$ cat config.mk
export PLATFORM = sky130hd
export DESIGN_NAME = rstseq_top
export DESIGN_NICKNAME = d
export VERILOG_FILES = /design/src/rtl/rstseq_pkg.sv /design/src/rtl/rstseq_dp.sv /design/src/rtl/rstseq_ctrl.sv /design/src/rtl/rstseq_top.sv
export SDC_FILE = /design/constraint.sdc
export NUM_CORES = 1
export LEC_CHECK = 0
export BUFFER_PORTS_ARGS = -buffer_cell sky130_fd_sc_hd__buf_2
export CAP_MARGIN = 15
export CORE_UTILIZATION = 50
export DETAILED_ROUTE_END_ITERATION = 8
export GPL_TIMING_DRIVEN = 0
export PLACE_DENSITY_LB_ADDON = 0.2
export REMOVE_ABC_BUFFERS = 1
export SLEW_MARGIN = 25
export SYNTH_ARGS = -nofsm -noshare
export SYNTH_HDL_FRONTEND = slang
export SYNTH_SLANG_ARGS = --single-unit
$ cat constraint.sdc
create_clock -name clk -period 2 [get_ports clk]
set_clock_uncertainty 0.15 [all_clocks]
set_input_delay 0.3 -clock clk [delete_from_list [all_inputs] [get_ports clk]]
set_output_delay 0.3 -clock clk [all_outputs]
set_load 0.01 [all_outputs]
$ cat src/rtl/rstseq_pkg.sv
package rstseq_pkg;

  typedef enum logic [2:0] {
    ST_WAIT  = 3'd0,
    ST_ARM   = 3'd1,
    ST_PROBE = 3'd2,
    ST_DELAY = 3'd3,
    ST_RUN   = 3'd4,
    ST_LOW   = 3'd5
  } seqState_t;

  typedef struct packed {
    logic sampleCfg;
    logic sampleProbe;
    logic clrCnt;
    logic incCnt;
  } seqStrobe_t;

endpackage

$ cat src/rtl/rstseq_dp.sv
module rstseq_dp
  import rstseq_pkg::*;
#(
  parameter int SHORT_TICKS = 15,
  parameter int LONG_TICKS  = 100,
  parameter int REACT_TICKS = 4
) (
  input  logic       clk,
  input  logic       rstN,
  input  seqStrobe_t strb,
  input  logic       cfgPinLevel,
  input  logic       vccAboveLo,
  input  logic       vccAboveHi,
  output logic       thrHigh,
  output logic       delayDone,
  output logic       reactDone,
  output logic       threshLost
);

  localparam int MAX_A = (LONG_TICKS > SHORT_TICKS) ? LONG_TICKS : SHORT_TICKS;
  localparam int MAX_T = (MAX_A > REACT_TICKS) ? MAX_A : REACT_TICKS;
  localparam int CNT_W = $clog2(MAX_T + 1);

  logic             longDelay;
  logic [CNT_W-1:0] cnt;
  logic [CNT_W-1:0] delayLast;

  // first sample selects the threshold, second sample picks the delay
  always_ff @(posedge clk or negedge rstN) begin
    if (!rstN) begin
      thrHigh   <= 1'b0;
      longDelay <= 1'b1;
    end else begin
      if (strb.sampleCfg)   thrHigh   <= cfgPinLevel;
      if (strb.sampleProbe) longDelay <= (cfgPinLevel == thrHigh);
    end
  end

  // shared tick counter for release delay and reaction window
  always_ff @(posedge clk or negedge rstN) begin
    if (!rstN)            cnt <= '0;
    else if (strb.clrCnt) cnt <= '0;
    else if (strb.incCnt) cnt <= cnt + 1'b1;
  end

  assign delayLast  = longDelay ? CNT_W'(LONG_TICKS - 1) : CNT_W'(SHORT_TICKS - 1);
  assign delayDone  = (cnt == delayLast);
  assign reactDone  = (cnt == CNT_W'(REACT_TICKS - 1));
  assign threshLost = thrHigh ? !vccAboveHi : !vccAboveLo;

  AST_THR_HOLD: assert property (@(posedge clk) disable iff (!rstN)
    !strb.sampleCfg |=> $stable(thrHigh));
  AST_CNT_BOUND: assert property (@(posedge clk) disable iff (!rstN)
    cnt <= CNT_W'(MAX_T));

endmodule

$ cat src/rtl/rstseq_ctrl.sv
module rstseq_ctrl
  import rstseq_pkg::*;
(
  input  logic       clk,
  input  logic       rstN,
  input  logic       oscTick,
  input  logic       initReq,
  input  logic       vccAboveInit,
  input  logic       thrHigh,
  input  logic       delayDone,
  input  logic       reactDone,
  input  logic       threshLost,
  output seqStrobe_t strb,
  output logic       resetN,
  output logic       pullUpEn,
  output logic       pullDnEn
);

  seqState_t state, nxt;

  always_comb begin
    nxt  = state;
    strb = '0;
    if (initReq) begin
      nxt         = ST_WAIT;
      strb.clrCnt = 1'b1;
    end else if (oscTick) begin
      case (state)
        ST_WAIT: if (vccAboveInit) begin
          nxt            = ST_ARM;
          strb.sampleCfg = 1'b1;
          strb.clrCnt    = 1'b1;
        end
        ST_ARM: if (!vccAboveInit) begin
          nxt         = ST_WAIT;
          strb.clrCnt = 1'b1;
        end else begin
          nxt         = ST_PROBE;
          strb.incCnt = 1'b1;
        end
        ST_PROBE: if (!vccAboveInit) begin
          nxt         = ST_WAIT;
          strb.clrCnt = 1'b1;
        end else begin
          nxt              = ST_DELAY;
          strb.sampleProbe = 1'b1;
          strb.incCnt      = 1'b1;
        end
        ST_DELAY: if (!vccAboveInit) begin
          nxt         = ST_LOW;
          strb.clrCnt = 1'b1;
        end else if (delayDone) begin
          nxt         = ST_RUN;
          strb.clrCnt = 1'b1;
        end else begin
          strb.incCnt = 1'b1;
        end
        ST_RUN: if (threshLost) begin
          if (reactDone) begin
            nxt         = ST_LOW;
            strb.clrCnt = 1'b1;
          end else begin
            strb.incCnt = 1'b1;
          end
        end else begin
          strb.clrCnt = 1'b1;
        end
        ST_LOW: if (vccAboveInit) begin
          nxt         = ST_DELAY;
          strb.clrCnt = 1'b1;
        end
        default: begin
          nxt         = ST_WAIT;
          strb.clrCnt = 1'b1;
        end
      endcase
    end
  end

  always_ff @(posedge clk or negedge rstN) begin
    if (!rstN) state <= ST_WAIT;
    else       state <= nxt;
  end

  assign resetN   = (state == ST_RUN);
  assign pullUpEn = (state == ST_PROBE) && !thrHigh;
  assign pullDnEn = (state == ST_PROBE) && thrHigh;

  logic pullAny;
  assign pullAny = pullUpEn || pullDnEn;

  AST_INIT_REQ_LOW: assert property (@(posedge clk) disable iff (!rstN)
    initReq |=> !resetN);
  AST_PULL_EXCL: assert property (@(posedge clk) disable iff (!rstN)
    $onehot0({pullUpEn, pullDnEn}));
  AST_PULL_HOLD: assert property (@(posedge clk) disable iff (!rstN)
    (pullAny && !oscTick && !initReq) |=> pullAny);
  AST_NO_PULL_RUN: assert property (@(posedge clk) disable iff (!rstN)
    resetN |-> !pullAny);
  AST_RISE_ON_TICK: assert property (@(posedge clk) disable iff (!rstN)
    $rose(resetN) |-> $past(oscTick));
  AST_FALL_CAUSE: assert property (@(posedge clk) disable iff (!rstN)
    $fell(resetN) |-> $past(initReq || (oscTick && threshLost)));

endmodule

$ cat src/rtl/rstseq_top.sv
module rstseq_top
  import rstseq_pkg::*;
#(
  parameter int SHORT_TICKS = 15,
  parameter int LONG_TICKS  = 100,
  parameter int REACT_TICKS = 4
) (
  input  logic clk,
  input  logic rstN,
  input  logic oscTick,
  input  logic initReq,
  input  logic vccAboveInit,
  input  logic vccAboveLo,
  input  logic vccAboveHi,
  input  logic cfgPinLevel,
  output logic resetN,
  output logic pullUpEn,
  output logic pullDnEn,
  output logic thrHigh
);

  seqStrobe_t strb;
  logic       delayDone;
  logic       reactDone;
  logic       threshLost;

  rstseq_ctrl ctrl_i (
    .clk          (clk),
    .rstN         (rstN),
    .oscTick      (oscTick),
    .initReq      (initReq),
    .vccAboveInit (vccAboveInit),
    .thrHigh      (thrHigh),
    .delayDone    (delayDone),
    .reactDone    (reactDone),
    .threshLost   (threshLost),
    .strb         (strb),
    .resetN       (resetN),
    .pullUpEn     (pullUpEn),
    .pullDnEn     (pullDnEn)
  );

  rstseq_dp #(
    .SHORT_TICKS (SHORT_TICKS),
    .LONG_TICKS  (LONG_TICKS),
    .REACT_TICKS (REACT_TICKS)
  ) dp_i (
    .clk         (clk),
    .rstN        (rstN),
    .strb        (strb),
    .cfgPinLevel (cfgPinLevel),
    .vccAboveLo  (vccAboveLo),
    .vccAboveHi  (vccAboveHi),
    .thrHigh     (thrHigh),
    .delayDone   (delayDone),
    .reactDone   (reactDone),
    .threshLost  (threshLost)
  );

endmodule

==> impl_metrics.toml, run 1 <==
[critical_path]
reg2reg_to = "dp_i.cnt[0]"
cp-endpoint = "dp_i.cnt[0]"
worst_ep_required_time_ns = 2.01
endpoint_kind = "register"
rrSetupSlack_ns = -0.14
startpoint = "dp_i.cnt[3]"
worstRegToRegCells = 6
reg2reg_from = "dp_i.cnt[3]"
cp_max_fo = 7
cp-start-kind = "register"
path_class = "reg -> reg"
worst_ep_arrival_time_ns = 2.15

[floorplan]
rows = 15
dieArea_um2 = 2060
die_x_um = 45.4
die_y_um = 45.4
core_area_um2 = 1750
start_util = 0.540
io_pins = 12

[placed_design]
gp_congestion = 0.790
place_ws_ns = -0.250
placed_cell_area_um2 = 992
dpl.hpwl_um = 1430
place_inst = 139
io_buffers = 11

[power]
pwr-share-clk = 0.288
combPwrFrac = 0.241
powerDensity_nw_per_um2 = 505
ir_drop_mv = 0.345
p_int_mw = 0.399
p_seq_frac = 0.472
swShare = 0.323
p_leak_nw = 0.454
p_sw_mw = 0.190
finalPower_mw = 0.589

[clocking]
cts.path.max_buffers = 2
cts_tree = "built"
clock_latency_ns = 0.29
htreeDepth = 1
cts.sink_count = 12
cts_root_buf = "clkbuf_4"
cts_buffers = 3
clk_pin_slew_worst_paths_ns = 0.09

[sta]
slew_headroom = 0.735
fin_hold_ws_ns = 0.111
finalSetupViolCount = 8
hold_viol_final = 0
period_share = 1.07
fmax_mhz = 468
setup_ws_ns = -0.138
slew_violations = 0
worst_pin_slew_ns = 0.393
rsz0062_at_grt = "true"
period_minus_slack_ns = 2.14

[synthesis]
synth.area.top_cells = "dfrtp_1 (29%), a21oi_1 (5.3%), nand2_1 (4.0%)"
ys_types = 44
synthFlopType = "dfrtp_1"
yosys.area.top_type_share = 0.292
postSynth.asyncResetShare = 1.00
yosysWarnings = 0
yosys.cell_count.top_type = "dfrtp_1"
synthCells = 110
netlist_top_cells_count = "dfrtp_1 (11), a21oi_1 (10), nand2_1 (10)"
syn_area_um2 = 942
ys_seq_area_frac = 0.320
synth-seq-cells = 12
netlist.top_cell.by_area = "dfrtp_1"
synth_area_per_cell_um2 = 8.57
synth_edf_count = 0

[detailed_routing]
drt_iter0_markers = 35
vias = 947
wl_per_cell_um = 16.0
viasPerCell = 6.11
routed_wl_um = 2470
ant_nets = 0
drc_errors = 0
drtPass1Iterations = 4

[final_layout]
multi_input_area_um2 = 641
antenna_cells = 0
final-seq-area_um2 = 309
fin_cells = 155
drive_gt1_frac = 0.415
design_area_um2 = 1170
final_nets = 140
area_delta_synth_final_pct = 23.8
fill_cells = 134

[global_routing]
grt-ovfl-total = 0
first_global_vias = 801
grt_first_pass_wirelength_um = 3700
grt_usage = 0.258
grt_max_degree = 13
antenna_found_initial = 0

[run]
drv_cap = 0

[outcome]
violations = "setup timing"
status = "finished, violations left"

[min_path]
hold_path.class = "in -> reg"
hold_path.startpoint = "initReq"
[placed cells by master (no fill, tap or decap), drive strengths merged, types with 2 or more instances in the layout]
cell type and n:
nor3 4, inv 2, o21ai 5, nor2 8, a211oi 2, nand3b 2, or3 3, buf 22
clkbuf 4, nand2b 3, or4 3, mux2 2, xnor2 3, nand4 6, nor2b 2, a31oi 2
and2 2, nand3 4, a21oi 10, dfrtp 11, nand2 10, xor2 2
[worst max-delay path, stage by stage (launching register included)]
cell and delay [ns]:
dfrtp_2 0.43, or4_4 0.53, or3_4 0.37, a21oi_2 0.17
o211a_1 0.17, a211o_4 0.15, a21oi_1 0.05
[cell families after synthesis]
| logic type | share of synthesized area |
|---|---|
| compound gates | 0.215 |
| xor+xnor | 0.0465 |
| fa+ha+maj | 0.0133 |
| buf+inv | 0.0505 |
| flops | 0.320 |
| mux | 0.0478 |
| simple gates | 0.307 |
[stage by stage]
step | utilization | TNS (ns)
after floorplan | - | -0.273
after global placement | 0.568 | -1.65
after detailed placement | 0.568 | -1.72
after CTS | 0.644 | -0.530
after global routing | 0.668 | -1.58
final | 0.668 | -1.03
[registers in the layout, summed over array words and instances (netlist names)]
register,cells
ctrl_i.state,3
dp_i.cnt,7
dp_i.thrHigh,1
dp_i.longDelay,1
[metal layers]
layer | vias up | track usage | wire (um)
li1 | 445 | - | -
met1 | 461 | 0.333 | 1110
met2 | 37 | 0.420 | 1200
met3 | 4 | 0.0595 | 141
met4 | 0 | 0.0909 | 24
met5 | - | 0 | 0
[worst min path at each step]
| stage | end | slack (ns) | depth (start not counted) |
|---|---|---|---|
| floorplan | ctrl_i.state[0] | -0.15 | 0 |
| global placement | dp_i.cnt[5] | 0.04 | 1 |
| detailed placement | dp_i.cnt[5] | 0.05 | 1 |
| CTS | ctrl_i.state[0] | 0.11 | 2 |
| global route | ctrl_i.state[1] | 0.1 | 2 |
| finish | ctrl_i.state[0] | 0.11 | 2 |
[repair_timing]
action / in CTS / in global routing
hold endpoints to repair: 11 / 0
hold buffers: 1 / 0
pin swaps: 1 / 6
setup buffers: 9 / 2
endpoints found under the setup margin: 8 / 8
resized for setup: 9 / 10
[area by class of cell]
| cell class | count | share of cell area |
|---|---|---|
| Clock buffer | 4 | 0.0225 |
| Inverter | 3 | 0.00966 |
| Multi-Input combinational cell | 88 | 0.549 |
| Sequential cell | 12 | 0.265 |
| Tap cell | 25 | 0.0268 |
| Timing Repair Buffer | 23 | 0.127 |
[power by group through the flow]
stage | registers (mW) | clock network [mW] | logic [mW]
after floorplan | 0.285 | 0 | 0.0710
after global placement | 0.287 | 0 | 0.109
after detailed placement | 0.287 | 0 | 0.110
after CTS | 0.277 | 0.169 | 0.131
after global routing | 0.279 | 0.186 | 0.155
final | 0.278 | 0.169 | 0.142
Power figures use the tool's default switching activity.
==> run 2: changes to the inputs <==
--- a/config.mk
+++ b/config.mk
@@ -11,7 +11,6 @@
 export DETAILED_ROUTE_END_ITERATION = 8
 export GPL_TIMING_DRIVEN = 0
 export PLACE_DENSITY_LB_ADDON = 0.2
-export REMOVE_ABC_BUFFERS = 1
 export SLEW_MARGIN = 25
 export SYNTH_ARGS = -nofsm -noshare
 export SYNTH_HDL_FRONTEND = slang
==> impl_metrics.toml, run 2 (synthesized netlist as in run 1, its figures left out) <==
[outcome]
violations = "setup timing"
status = "finished, violations left"

[critical_path]
worst_ep_arrival_time_ns = 2.19
cp_slowest_cell = "or4_1"
cp_max_fo = 7
worst_ep_required_time_ns = 2.03
cp-start-kind = "register"
slowest_delay_ns = 0.52
rrSetupSlack_ns = -0.16
path_class = "reg -> reg"
crit_path_cell_trace = "or4_1 -> or3_4 -> a21oi_2 -> o211a_1 -> a211o_4 -> nor2_1"
endpoint_kind = "register"

[run]
drv_cap = 0

[clocking]
cts_buffers = 3
cts_root_buf = "clkbuf_4"
clk_pin_slew_worst_paths_ns = 0.09
cts.sink_count = 12
clock_latency_ns = 0.29
cts.path.max_buffers = 2
cts_tree = "built"
htreeDepth = 1

[sta]
slew_violations = 0
period_minus_slack_ns = 2.16
hold_viol_final = 0
slew_headroom = 0.695
period_share = 1.08
rsz0062_at_grt = "true"
fin_tns_setup_ns = -1.16
setup_ws_ns = -0.157
fin_hold_ws_ns = 0.100
fmax_mhz = 464
worst_pin_slew_ns = 0.458
finalSetupViolCount = 8

[detailed_routing]
viasPerCell = 6.25
wl_per_cell_um = 15.5
drc_errors = 0
wl_met2_um = 1110
wl_met3_um = 161
highest_layer = "met4"
drt_iter0_markers = 39
vias = 957
ant_nets = 0
routed_wl_um = 2370
drt-met1-wl_um = 1040
drtPass1Iterations = 6

[floorplan]
die_x_um = 45.4
rows = 15
dieArea_um2 = 2060
core_area_um2 = 1750
die_y_um = 45.4
io_pins = 12
start_util = 0.540

[synthesis]
synth_fp_nets = 119

[placed_design]
place_inst = 145
place_ws_ns = -0.148
dpl.hpwl_um = 1590
io_buffers = 10
placed_cell_area_um2 = 1020
gp_congestion = 0.877

[final_layout]
fill_cells = 160
final_nets = 138
fin_util = 0.638
drive_gt1_frac = 0.305
top_regs = "dp_i.cnt: 7 flops, ctrl_i.state: 3 flops"
area_delta_synth_final_pct = 18.2
final-seq-area_um2 = 304
final_cell_mix = "buf_2 (12), nand2_1 (10), dfrtp_1 (9)"
largest_reg_flops = 7
largest-register = "dp_i.cnt"
multi_input_area_um2 = 624
design_area_um2 = 1110
fin_cells = 153
antenna_cells = 0
mostFrequentLayoutCell = "buf_2"

[global_routing]
grt-ovfl-total = 0
first_global_vias = 793
antenna_found_initial = 0
grt_max_degree = 13
grt_usage = 0.270
grt_first_pass_wirelength_um = 3890

[power]
p_leak_nw = 0.441
ir_drop_mv = 0.342
finalPower_mw = 0.582
powerDensity_nw_per_um2 = 523

[min_path]
hold_path.class = "in -> reg"
run 2: cell count changes in the layout (fill, tap and decap cells not counted), sizes merged:
cell and change:
buf -6, clkbuf +4
run 2: path summary, 6_finish.rpt:
path                                startpoint               to  cells past startpoint
worst max-delay path               dp_i.cnt[3]      dp_i.cnt[4]                      6
worst min-delay path                   initReq  ctrl_i.state[0]                      2
worst max register to register     dp_i.cnt[3]      dp_i.cnt[4]                      6
worst min register to register  dp_i.longDelay   dp_i.longDelay                      2
max in group asynchronous                 rstN   dp_i.longDelay                      2
min in group asynchronous                 rstN      dp_i.cnt[0]                      2
run 2: critical path: cells and delay by family (launching register included):
family	cells	cell delay, ns
DFF	1	0.44
AOI/OAI and AO/OA	3	0.46
and+or+nand+nor	3	0.99
run 2: repair_timing:
action	CTS	global route
hold endpoints to repair	11	0
resized for setup	5	5
endpoints found under the setup margin	9	9
buffers inserted	2	2
hold buffers	1	0
pin swaps	4	5
cloned	0	0
run 2: final cells by class:
cell class	count	share of cell area
Buffer	6	0.0236
Clock buffer	4	0.0236
Tap cell	25	0.0281
Multi-Input combinational cell	88	0.561
Sequential cell	12	0.273
Inverter	3	0.0101
Timing Repair Buffer	15	0.0809
run 2: report_power, final:
part / switching, mW / internal (mW) / leakage [nW]
Sequential: 0.0223 / 0.257 / 0.157
Clock: 0.0950 / 0.0777 / 0.0150
Combinational: 0.0733 / 0.0570 / 0.269
Total: 0.191 / 0.392 / 0.441
run 2: layer usage:
layer / vias up / track usage
li1: 449 / -
met1: 451 / 0.398
met2: 46 / 0.397
met3: 11 / 0.0357
met4: 0 / 0.109
met5: - / 0
